## src/rtl/prio_irq_ctrl.sv

```systemverilog
module prio_irq_ctrl #(
  parameter int DW = 8
) (
  input  logic          clk,
  input  logic          rst_n,
  input  logic          reg_wr,
  input  logic          reg_addr,
  input  logic [DW-1:0] reg_wdata,
  output logic [DW-1:0] reg_rdata,
  input  logic [DW-1:0] irq_in,
  output logic          int_req,
  input  logic          ack,
  output logic [DW-1:0] vec_out,
  output logic          vec_valid,
  output logic [DW-1:0] cascade_cfg
);
  localparam int LVL_W = $clog2(DW);

  logic [DW-1:0] irr, isr, imr, irq_q, vbase, casc;
  logic [1:0] step;
  logic need4, lvl_mode, aeoi, rsel, phase, spur;
  logic [LVL_W-1:0] grant, win;

  logic cmd_wr, dat_wr, icw1, ocw, eoi, ack_grant, ack_vec;
  logic [DW-1:0] isr_low, allowed, pend, irr_nx, isr_set, isr_clr;

  assign cmd_wr = reg_wr & ~reg_addr;
  assign dat_wr = reg_wr & reg_addr;
  assign icw1   = cmd_wr & reg_wdata[4];
  assign ocw    = cmd_wr & ~reg_wdata[4];
  assign eoi    = ocw & (reg_wdata[7:3] == 5'b01100);

  assign isr_low = isr & (~isr + DW'(1));
  assign allowed = (isr == '0) ? '1 : isr_low - DW'(1);
  assign pend    = irr & ~imr & allowed;
  assign int_req = |pend;

  always_comb begin
    win = '0;
    for (int i = DW - 1; i >= 0; i--)
      if (pend[i]) win = LVL_W'(i);
  end

  assign ack_grant = ack & ~phase & (|pend);
  assign ack_vec   = ack & phase;

  assign irr_nx  = lvl_mode ? irq_in : (irr | (irq_in & ~irq_q)) & irq_in;
  assign isr_set = ack_grant ? (DW'(1) << win) : '0;
  assign isr_clr = (eoi ? (DW'(1) << reg_wdata[2:0]) : '0)
                 | ((ack_vec & aeoi & ~spur) ? (DW'(1) << grant) : '0);

  assign reg_rdata   = reg_addr ? imr : (rsel ? isr : irr);
  assign cascade_cfg = casc;

  always_ff @(posedge clk) begin
    if (!rst_n) begin
      step <= '0; need4 <= 1'b0; lvl_mode <= 1'b0; aeoi <= 1'b0; rsel <= 1'b0;
      imr <= '1; vbase <= '0; casc <= '0;
    end else begin
      if (icw1) begin
        step <= 2'd1; need4 <= reg_wdata[0]; lvl_mode <= reg_wdata[3];
        aeoi <= 1'b0; rsel <= 1'b0;
      end else if (ocw && reg_wdata == 8'h0A) begin
        rsel <= 1'b0;
      end else if (ocw && reg_wdata == 8'h0B) begin
        rsel <= 1'b1;
      end
      if (dat_wr) begin
        case (step)
          2'd0: imr <= reg_wdata;
          2'd1: begin vbase <= reg_wdata; step <= 2'd2; end
          2'd2: begin casc <= reg_wdata; step <= need4 ? 2'd3 : 2'd0; end
          default: begin aeoi <= reg_wdata[1]; step <= 2'd0; end
        endcase
      end
    end
  end

  always_ff @(posedge clk) begin
    if (!rst_n) begin
      irr <= '0; isr <= '0; irq_q <= '0; phase <= 1'b0; spur <= 1'b0;
      grant <= '0; vec_out <= '0; vec_valid <= 1'b0;
    end else begin
      irq_q     <= irq_in;
      vec_valid <= ack_vec;
      if (icw1) begin
        irr <= '0; isr <= '0; phase <= 1'b0;
      end else begin
        irr <= irr_nx & ~isr_set;
        isr <= (isr & ~isr_clr) | isr_set;
        if (ack) phase <= ~phase;
      end
      if (ack && !phase) begin
        grant <= (|pend) ? win : '1;
        spur  <= ~(|pend);
      end
      if (ack_vec) vec_out <= vbase + DW'(grant);
    end
  end
endmodule

```

## config.mk

```make
export PLATFORM = sky130hd
export DESIGN_NAME = prio_irq_ctrl
export DESIGN_NICKNAME = d
export VERILOG_FILES = /design/src/rtl/prio_irq_ctrl.sv
export SDC_FILE = /design/constraint.sdc
export NUM_CORES = 1
export LEC_CHECK = 0
export ABC_AREA = 1
export ABC_CLOCK_PERIOD_IN_PS = 4300
export BUFFER_PORTS_ARGS = -buffer_cell sky130_fd_sc_hd__buf_2
export CAP_MARGIN = 30
export CORE_UTILIZATION = 50
export DETAILED_ROUTE_END_ITERATION = 16
export GPL_TIMING_DRIVEN = 0
export PLACE_DENSITY = 0.71
export SLEW_MARGIN = 20
export SYNTH_ARGS = -nofsm -noshare
export SYNTH_HDL_FRONTEND = slang
export SYNTH_SLANG_ARGS = --single-unit
```

## constraint.sdc

```tcl
create_clock -name clk -period 4.3 [get_ports clk]
set_clock_uncertainty 0.1 [all_clocks]
set_input_delay 0.215 -clock clk [delete_from_list [all_inputs] [get_ports clk]]
set_output_delay 0.215 -clock clk [all_outputs]
set_load 0.01 [all_outputs]
```

==> results.tsv, run 1 <==
stage	metric	value	unit
run_status	status	finished, final reports clean	
grt	grt_pass1_vias	2756	
floorplan	die_x	82.1	um
clock_tree	htreeDepth	3	
clock_tree	cts_sinks	68	
power	max-vdd-ir-drop	0.199	mV
placement	placed_area	3530	um^2
finish	layout.nets	515	
routing	ant_nets	0	
routing	drt_iter0_markers	206	
sta	fin_crit_sh	50.6	%
logic_synthesis	synthArstFlopShare	0	%
logic_synthesis	avgSynthCellArea	7.56	um^2
critical_path	crit_path_max_incr_delay	0.37	ns
critical_path	critPathArrivalTime	1.86	ns
logic_synthesis	synth_fp_nets	450	
critical_path	start_kind	flop	
clock_tree	post_cts_buffers	0	
sta	whs	0.0184	ns
power	power	1.29	mW
critical_path	critPathRequiredTime	3.98	ns
logic_synthesis	ys_types	35	
routing	wirelength	8200	um
grt	antenna_found_initial	0	
floorplan	rows	28	
placement	port_buffers	45	
logic_synthesis	synth_top_cell_by_area	dfxtp_1	
floorplan	floorplan.initialDensity	53.0	%
finish	diodes	0	
finish	layout-drive-gt1-share	19.0	%
logic_synthesis	yosysMostFrequentCell	dfxtp_1	
critical_path	slowest_stage	clkbuf_1	
routing	avgViaCountPerCell	5.23	
critical_path	path_buf_inv	3	
logic_synthesis	ys_warn_count	0	
clock_tree	cts-root-buf	clkbuf_8	
routing	vias	2978	
sta	max_freq	0.460	GHz
power	leakagePower	1.75	nW
grt	grt_max_degree	12	
routing	wire_per_inst	14.4	um
hold_path	worstHoldPathType	in2reg	
finish	final_cell_area	3780	um^2
sta	grt_setup_unrepaired	no	
sta	setup_tns	0	ns
clock_tree	tritoncts	yes	
logic_synthesis	syn-instance-count	425	
sta	drv_slew	0	
finish	area_delta_synth_final	17.6	%
routing	detail_route.first_pass.iterations	4	
critical_path	crit_family	buffers and inverters	
grt	grt_pass1_wl	13300	um
grt	grt_use_total	27.2	%
sta	period_needed	2.17	ns
placement	place_congestion	0.874	
logic_synthesis	ys_seq_area_share	42.4	%
critical_path	crit_type	reg2out	
placement	dp_hpwl	6150	um
finish	fin_util	62.3	%
sta	hold_viol_final	0	
clock_tree	numCtsBuffers	9	
logic_synthesis	synth_top_area_share	42.4	%
logic_synthesis	synth-seq-cells	68	
sta	worstMarginPinSlew	0.531	ns
critical_path	cp_cell_sequence	clkbuf_1, clkbuf_1, o21ai_0, o21ai_0, buf_2	
floorplan	placeableCoreArea	6060	um^2
logic_synthesis	synth_area_leaders	dfxtp_1, inv_1, nand2_1, o21ai_0, a21oi_1	
run	drv_cap	0	
logic_synthesis	synthesis.area	3210	um^2
sta	slew_headroom	64.6	%
routing	drc	0	
power	p_per_area	340	nW/um^2
floorplan	ios	47	
grt	overflow	0	
logic_synthesis	synth_common_cells	dfxtp_1, inv_1, nand2_1	
critical_path	endpoint_kind	output port	
floorplan	dieHeight	82.1	um
clock_tree	path_clk_slew	0.08	ns
floorplan	die_area	6750	um^2
logic_synthesis	synth_ff_type	dfxtp_1	
sta	finalSetupViolations	0	
clock_tree	clock_path_buffers	2	
critical_path	critical_path.max_fanout	10	
logic_synthesis	synth_edf_count	0	
clock_tree	insertion_delay	0.35	ns
## layer usage
metal | GRT usage, % | vias to the layer above | part of all wire (%)
li1 | - | 1536 | -
met1 | 36.0 | 1343 | 48
met2 | 41.9 | 79 | 45
met3 | 5.71 | 20 | 5.0
met4 | 13.2 | 0 | 2.2
met5 | 0 | - | 0
## cells by family (layout without fill, tap and decap cells)
logic type | Yosys count | after routing | share of synthesized area, %
AND/OR/NAND/NOR | 159 | 159 | 25.9
AO/OA/AOI/OAI | 106 | 106 | 18.8
buffers and inverters | 83 | 152 | 9.74
flip-flops | 68 | 68 | 42.4
XOR/XNOR | 5 | 5 | 1.36
adder cells (fa/ha/maj) | 4 | 4 | 1.79
## final cells by class
cell class                      instances  area [um^2]
Clock buffer                            9          124
Buffer                                 13         50.0
Timing Repair Buffer                   54          315
Sequential cell                        68         1360
Clock inverter                          6         32.5
Multi-Input combinational cell        274         1540
Inverter                               70          263
Fill cell                             579         2280
Tap cell                               75         93.8
## timing repair
action,CTS,global route
hold buffers,9,0
setup endpoints to repair,0,0
endpoints found under the hold margin,9,0
gates resized for setup,0,0
## layout by cell type, fill, tap and decap left out, drive strengths merged, types with 4 or more instances in the layout
| cell | instances |
|---|---|
| o21ai | 45 |
| nand4 | 12 |
| a311oi | 4 |
| nand3 | 29 |
| dlygate4sd3 | 9 |
| inv | 70 |
| nor3 | 8 |
| nand2 | 72 |
| clkbuf | 21 |
| dfxtp | 68 |
| a21oi | 38 |
| clkinv | 5 |
| xor2 | 5 |
| nor2 | 37 |
| buf | 46 |
| o211ai | 10 |
## worst register-to-register path, stage by stage, from the launching register on
cell and delay (ns):
dfxtp_1 0.42, ha_1 0.21, inv_1 0.06, fa_1 0.41, nor2_1 0.11, o21ai_0 0.15, o21ai_0 0.19, nand2_1 0.07
o221ai_1 0.17, inv_1 0.05
## through the flow
| step | setup slack (ns) | cells |
|---|---|---|
| final | 2.13 | 569 |
| after floorplan | 2.49 | 425 |
| after global routing | 2.02 | 569 |
| after CTS | 2.11 | 569 |
| after detailed placement | 2.26 | 545 |
| after global placement | 2.33 | 545 |
## final timing paths
check / end / slack [ns] / depth (start not counted) / startpoint
setup / recovery: reg_rdata[7] / 2.13 / 5 / rsel
hold reg to reg: phase / 0.39 / 2 / phase
setup reg to reg: vec_out[6] / 2.27 / 9 / grant[0]
hold / removal: imr[3] / 0.02 / 3 / reg_wdata[3]
## flip-flops by register name, summed over array words and instances (netlist names)
name,count
rsel,1
vec_out,8
spur,1
phase,1
irr,8
step,2
cascade_cfg,8
vbase,8
imr,8
need4,1
aeoi,1
grant,3
vec_valid,1
irq_q,8
lvl_mode,1
isr,8
## power breakdown
| part | internal [mW] | total (mW) | leakage, nW | switching [mW] |
|---|---|---|---|---|
| Clock | 0.200 | 0.443 | 0.0844 | 0.243 |
| Sequential | 0.657 | 0.674 | 0.556 | 0.0171 |
| Combinational | 0.0598 | 0.169 | 1.11 | 0.109 |
Note: power is estimated with default switching activity, not from simulation.
==> run 2, diff against run 1 <==
--- a/config.mk
+++ b/config.mk
@@ -6,7 +6,7 @@
 export NUM_CORES = 1
 export LEC_CHECK = 0
 export ABC_AREA = 1
-export ABC_CLOCK_PERIOD_IN_PS = 4300
+export ABC_CLOCK_PERIOD_IN_PS = 2200
 export BUFFER_PORTS_ARGS = -buffer_cell sky130_fd_sc_hd__buf_2
 export CAP_MARGIN = 30
 export CORE_UTILIZATION = 50
==> constraint.sdc (replaced) <==
create_clock -name clk -period 2.2 [get_ports clk]
set_clock_uncertainty 0.1 [all_clocks]
set_input_delay 0.11 -clock clk [delete_from_list [all_inputs] [get_ports clk]]
set_output_delay 0.11 -clock clk [all_outputs]
set_load 0.01 [all_outputs]
==> run 2 against run 1 <==
  * Non-clock buffer count is 7 higher
  * Global-route usage is 0.14 points higher
  * First-iteration DRC count is 14% lower
  * Count of clock-buffer cells in the layout stayed put
  * Utilization is 1.2 points higher
  * Critical path depth stayed put
  * Flip-flop and latch count stayed put
  * Worst hold slack better by 0.036 ns
  * Cell count is 1.2% higher
  * Highest routed layer unchanged
  * Combinational power is 100% higher
  * Clock power is 94% higher
  * Sequential power is 96% higher
  * Critical endpoint unchanged
==> results.tsv, run 2 (synthesis gave the netlist of run 1 again) <==
stage	metric	value	unit	change
critical_path	rr_startpoint	grant[0]		
critical_path	start_kind	flop		
clock_tree	clock_path_buffers	2		unchanged
power	max-vdd-ir-drop	0.388	mV	+95%
sta	hold_viol_final	0		unchanged
routing	wirelength	8260	um	+0.67%
run_status	status	finished, final reports clean		
sta	period_needed	2.07	ns	
critical_path	endpoint_kind	output port		
placement	place_congestion	0.874		unchanged
sta	finalSetupViolations	0		unchanged
finish	layout-drive-gt1-share	19.0	%	-0.066 points
grt	overflow	0		unchanged
critical_path	critical_path.max_fanout	10		unchanged
power	p_per_area	655	nW/um^2	+92%
floorplan	floorplan.initialDensity	53.0	%	unchanged
finish	final_common_cell	dfxtp_1		
routing	drt_iter0_markers	177		-14%
routing	wire_per_inst	14.3	um	-0.55%
critical_path	reg2regPathDepth	9		unchanged
placement	port_buffers	45		unchanged
sta	grt_setup_unrepaired	no		
critical_path	crit_family	buffers and inverters		
critical_path	ff2ff_setup_slack	0.25	ns	-2.02 ns
critical_path	critPathArrivalTime	1.86	ns	about the same
routing	drc	0		unchanged
sta	slew_headroom	64.4	%	-0.22 points
grt	grt_use_total	27.3	%	+0.14 points
clock_tree	post_cts_buffers	0		unchanged
floorplan	ios	47		unchanged
sta	setup_tns	0	ns	unchanged
grt	antenna_found_initial	0		unchanged
clock_tree	insertion_delay	0.35	ns	about the same
finish	area_delta_synth_final	19.8	%	
clock_tree	cts-root-buf	clkbuf_8		
run	drv_cap	0		unchanged
finish	nFillCells	567		-2.1%
floorplan	dieHeight	82.1	um	unchanged
grt	met1_usage	36.2	%	+0.21 points
routing	ant_nets	0		unchanged
power	leakagePower	1.78	nW	+1.7%
critical_path	r2r_end	vec_out[6]		
floorplan	die_area	6750	um^2	unchanged
hold_path	hold_depth	3		unchanged
sta	drv_slew	0		unchanged
critical_path	crit_path_max_incr_delay	0.37	ns	about the same
sta	max_freq	0.483	GHz	
finish	diodes	0		unchanged
floorplan	rows	28		unchanged
critical_path	critPathRequiredTime	1.99	ns	-1.99 ns
clock_tree	cts_sinks	68		unchanged
hold_path	hold_path_end	irq_q[5]		
routing	avgViaCountPerCell	5.23		about the same
hold_path	worstHoldPathType	in2reg		
routing	detail_route.first_pass.iterations	4		unchanged
finish	final_cell_mix	dfxtp_1, inv_1, nand2_1		
clock_tree	path_clk_slew	0.08	ns	about the same
sta	fin_crit_sh	94.2	%	
finish	layout.nets	522		+1.4%
critical_path	cp_cell_sequence	clkbuf_1, clkbuf_1, o21ai_0, o21ai_0, buf_2		
placement	dp_hpwl	6150	um	unchanged
critical_path	crit_type	reg2out		
floorplan	placeableCoreArea	6060	um^2	unchanged
grt	grt.busiest_layer	met2		
grt	met3_usage	5.60	%	-0.11 points
hold_path	min_from	rst_n		
grt	grt_pass1_vias	2775		+0.69%
sta	whs	0.0543	ns	+0.0358 ns
critical_path	slowest_stage	clkbuf_1		
grt	use_met2	42.2	%	+0.33 points
sta	worstMarginPinSlew	0.534	ns	+0.00323 ns
grt	grt_max_degree	12		unchanged
grt	grt_pass1_wl	13400	um	+0.52%
clock_tree	htreeDepth	3		unchanged
floorplan	die_x	82.1	um	unchanged
clock_tree	tritoncts	yes		
clock_tree	numCtsBuffers	9		unchanged
routing	vias	3013		+1.2%
critical_path	path_buf_inv	3		unchanged
-- run 2: worst min-delay path, stage by stage --
cell,delay [ns]
clkbuf_1,0.18
nand2_1,0.14
inv_1,0.04
-- run 2: cell type report --
class / instances / area [um^2] / share of cell area, %
Tap cell: 75 / 93.8 / 2.44
Sequential cell: 68 / 1360 / 35.4
Clock buffer: 9 / 124 / 3.22
Clock inverter: 6 / 32.5 / 0.845
Timing Repair Buffer: 61 / 385 / 10.0
Inverter: 70 / 263 / 6.83
Buffer: 13 / 50.0 / 1.30
Multi-Input combinational cell: 274 / 1540 / 40.0
-- run 2: metrics by stage --
stage                     power, mW  cell area [um^2]  cells  setup slack, ns  util, %
after global routing           2.64              3850    576           0.0253     63.5
after CTS                      2.53              3850    576            0.116     63.5
after global placement         1.65              3530    545            0.225     58.3
final                          2.52              3850    576            0.128     63.5
after detailed placement       1.66              3530    545            0.164     58.3
after floorplan                1.55              3210    425            0.394        -
-- run 2: worst max path at each step --
stage / depth (start not counted) / end / start / slack, ns
final: 5 / reg_rdata[7] / rsel / 0.13
after global routing: 5 / reg_rdata[7] / rsel / 0.03
after CTS: 5 / reg_rdata[7] / rsel / 0.12
after detailed placement: 9 / vec_out[6] / grant[0] / 0.16
after global placement: 9 / vec_out[6] / grant[0] / 0.23
after floorplan: 9 / vec_out[6] / grant[0] / 0.39
-- run 2: repair_timing --
| item | in CTS | in global routing |
|---|---|---|
| resized for setup | 0 | 1 |
| setup endpoints to repair | 0 | 1 |
| hold buffers | 16 | 0 |
| endpoints found under the hold margin | 22 | 0 |
-- run 2: power breakdown --
part	internal (mW)	switching, mW
clock	0.392	0.470
sequential	1.28	0.0335
combinational	0.125	0.216
-- run 2: per-layer routing --
metal,up-vias,wire (um)
met4,0,184
met1,1369,3940
met3,20,411
met2,73,3720
li1,1551,-
met5,-,0
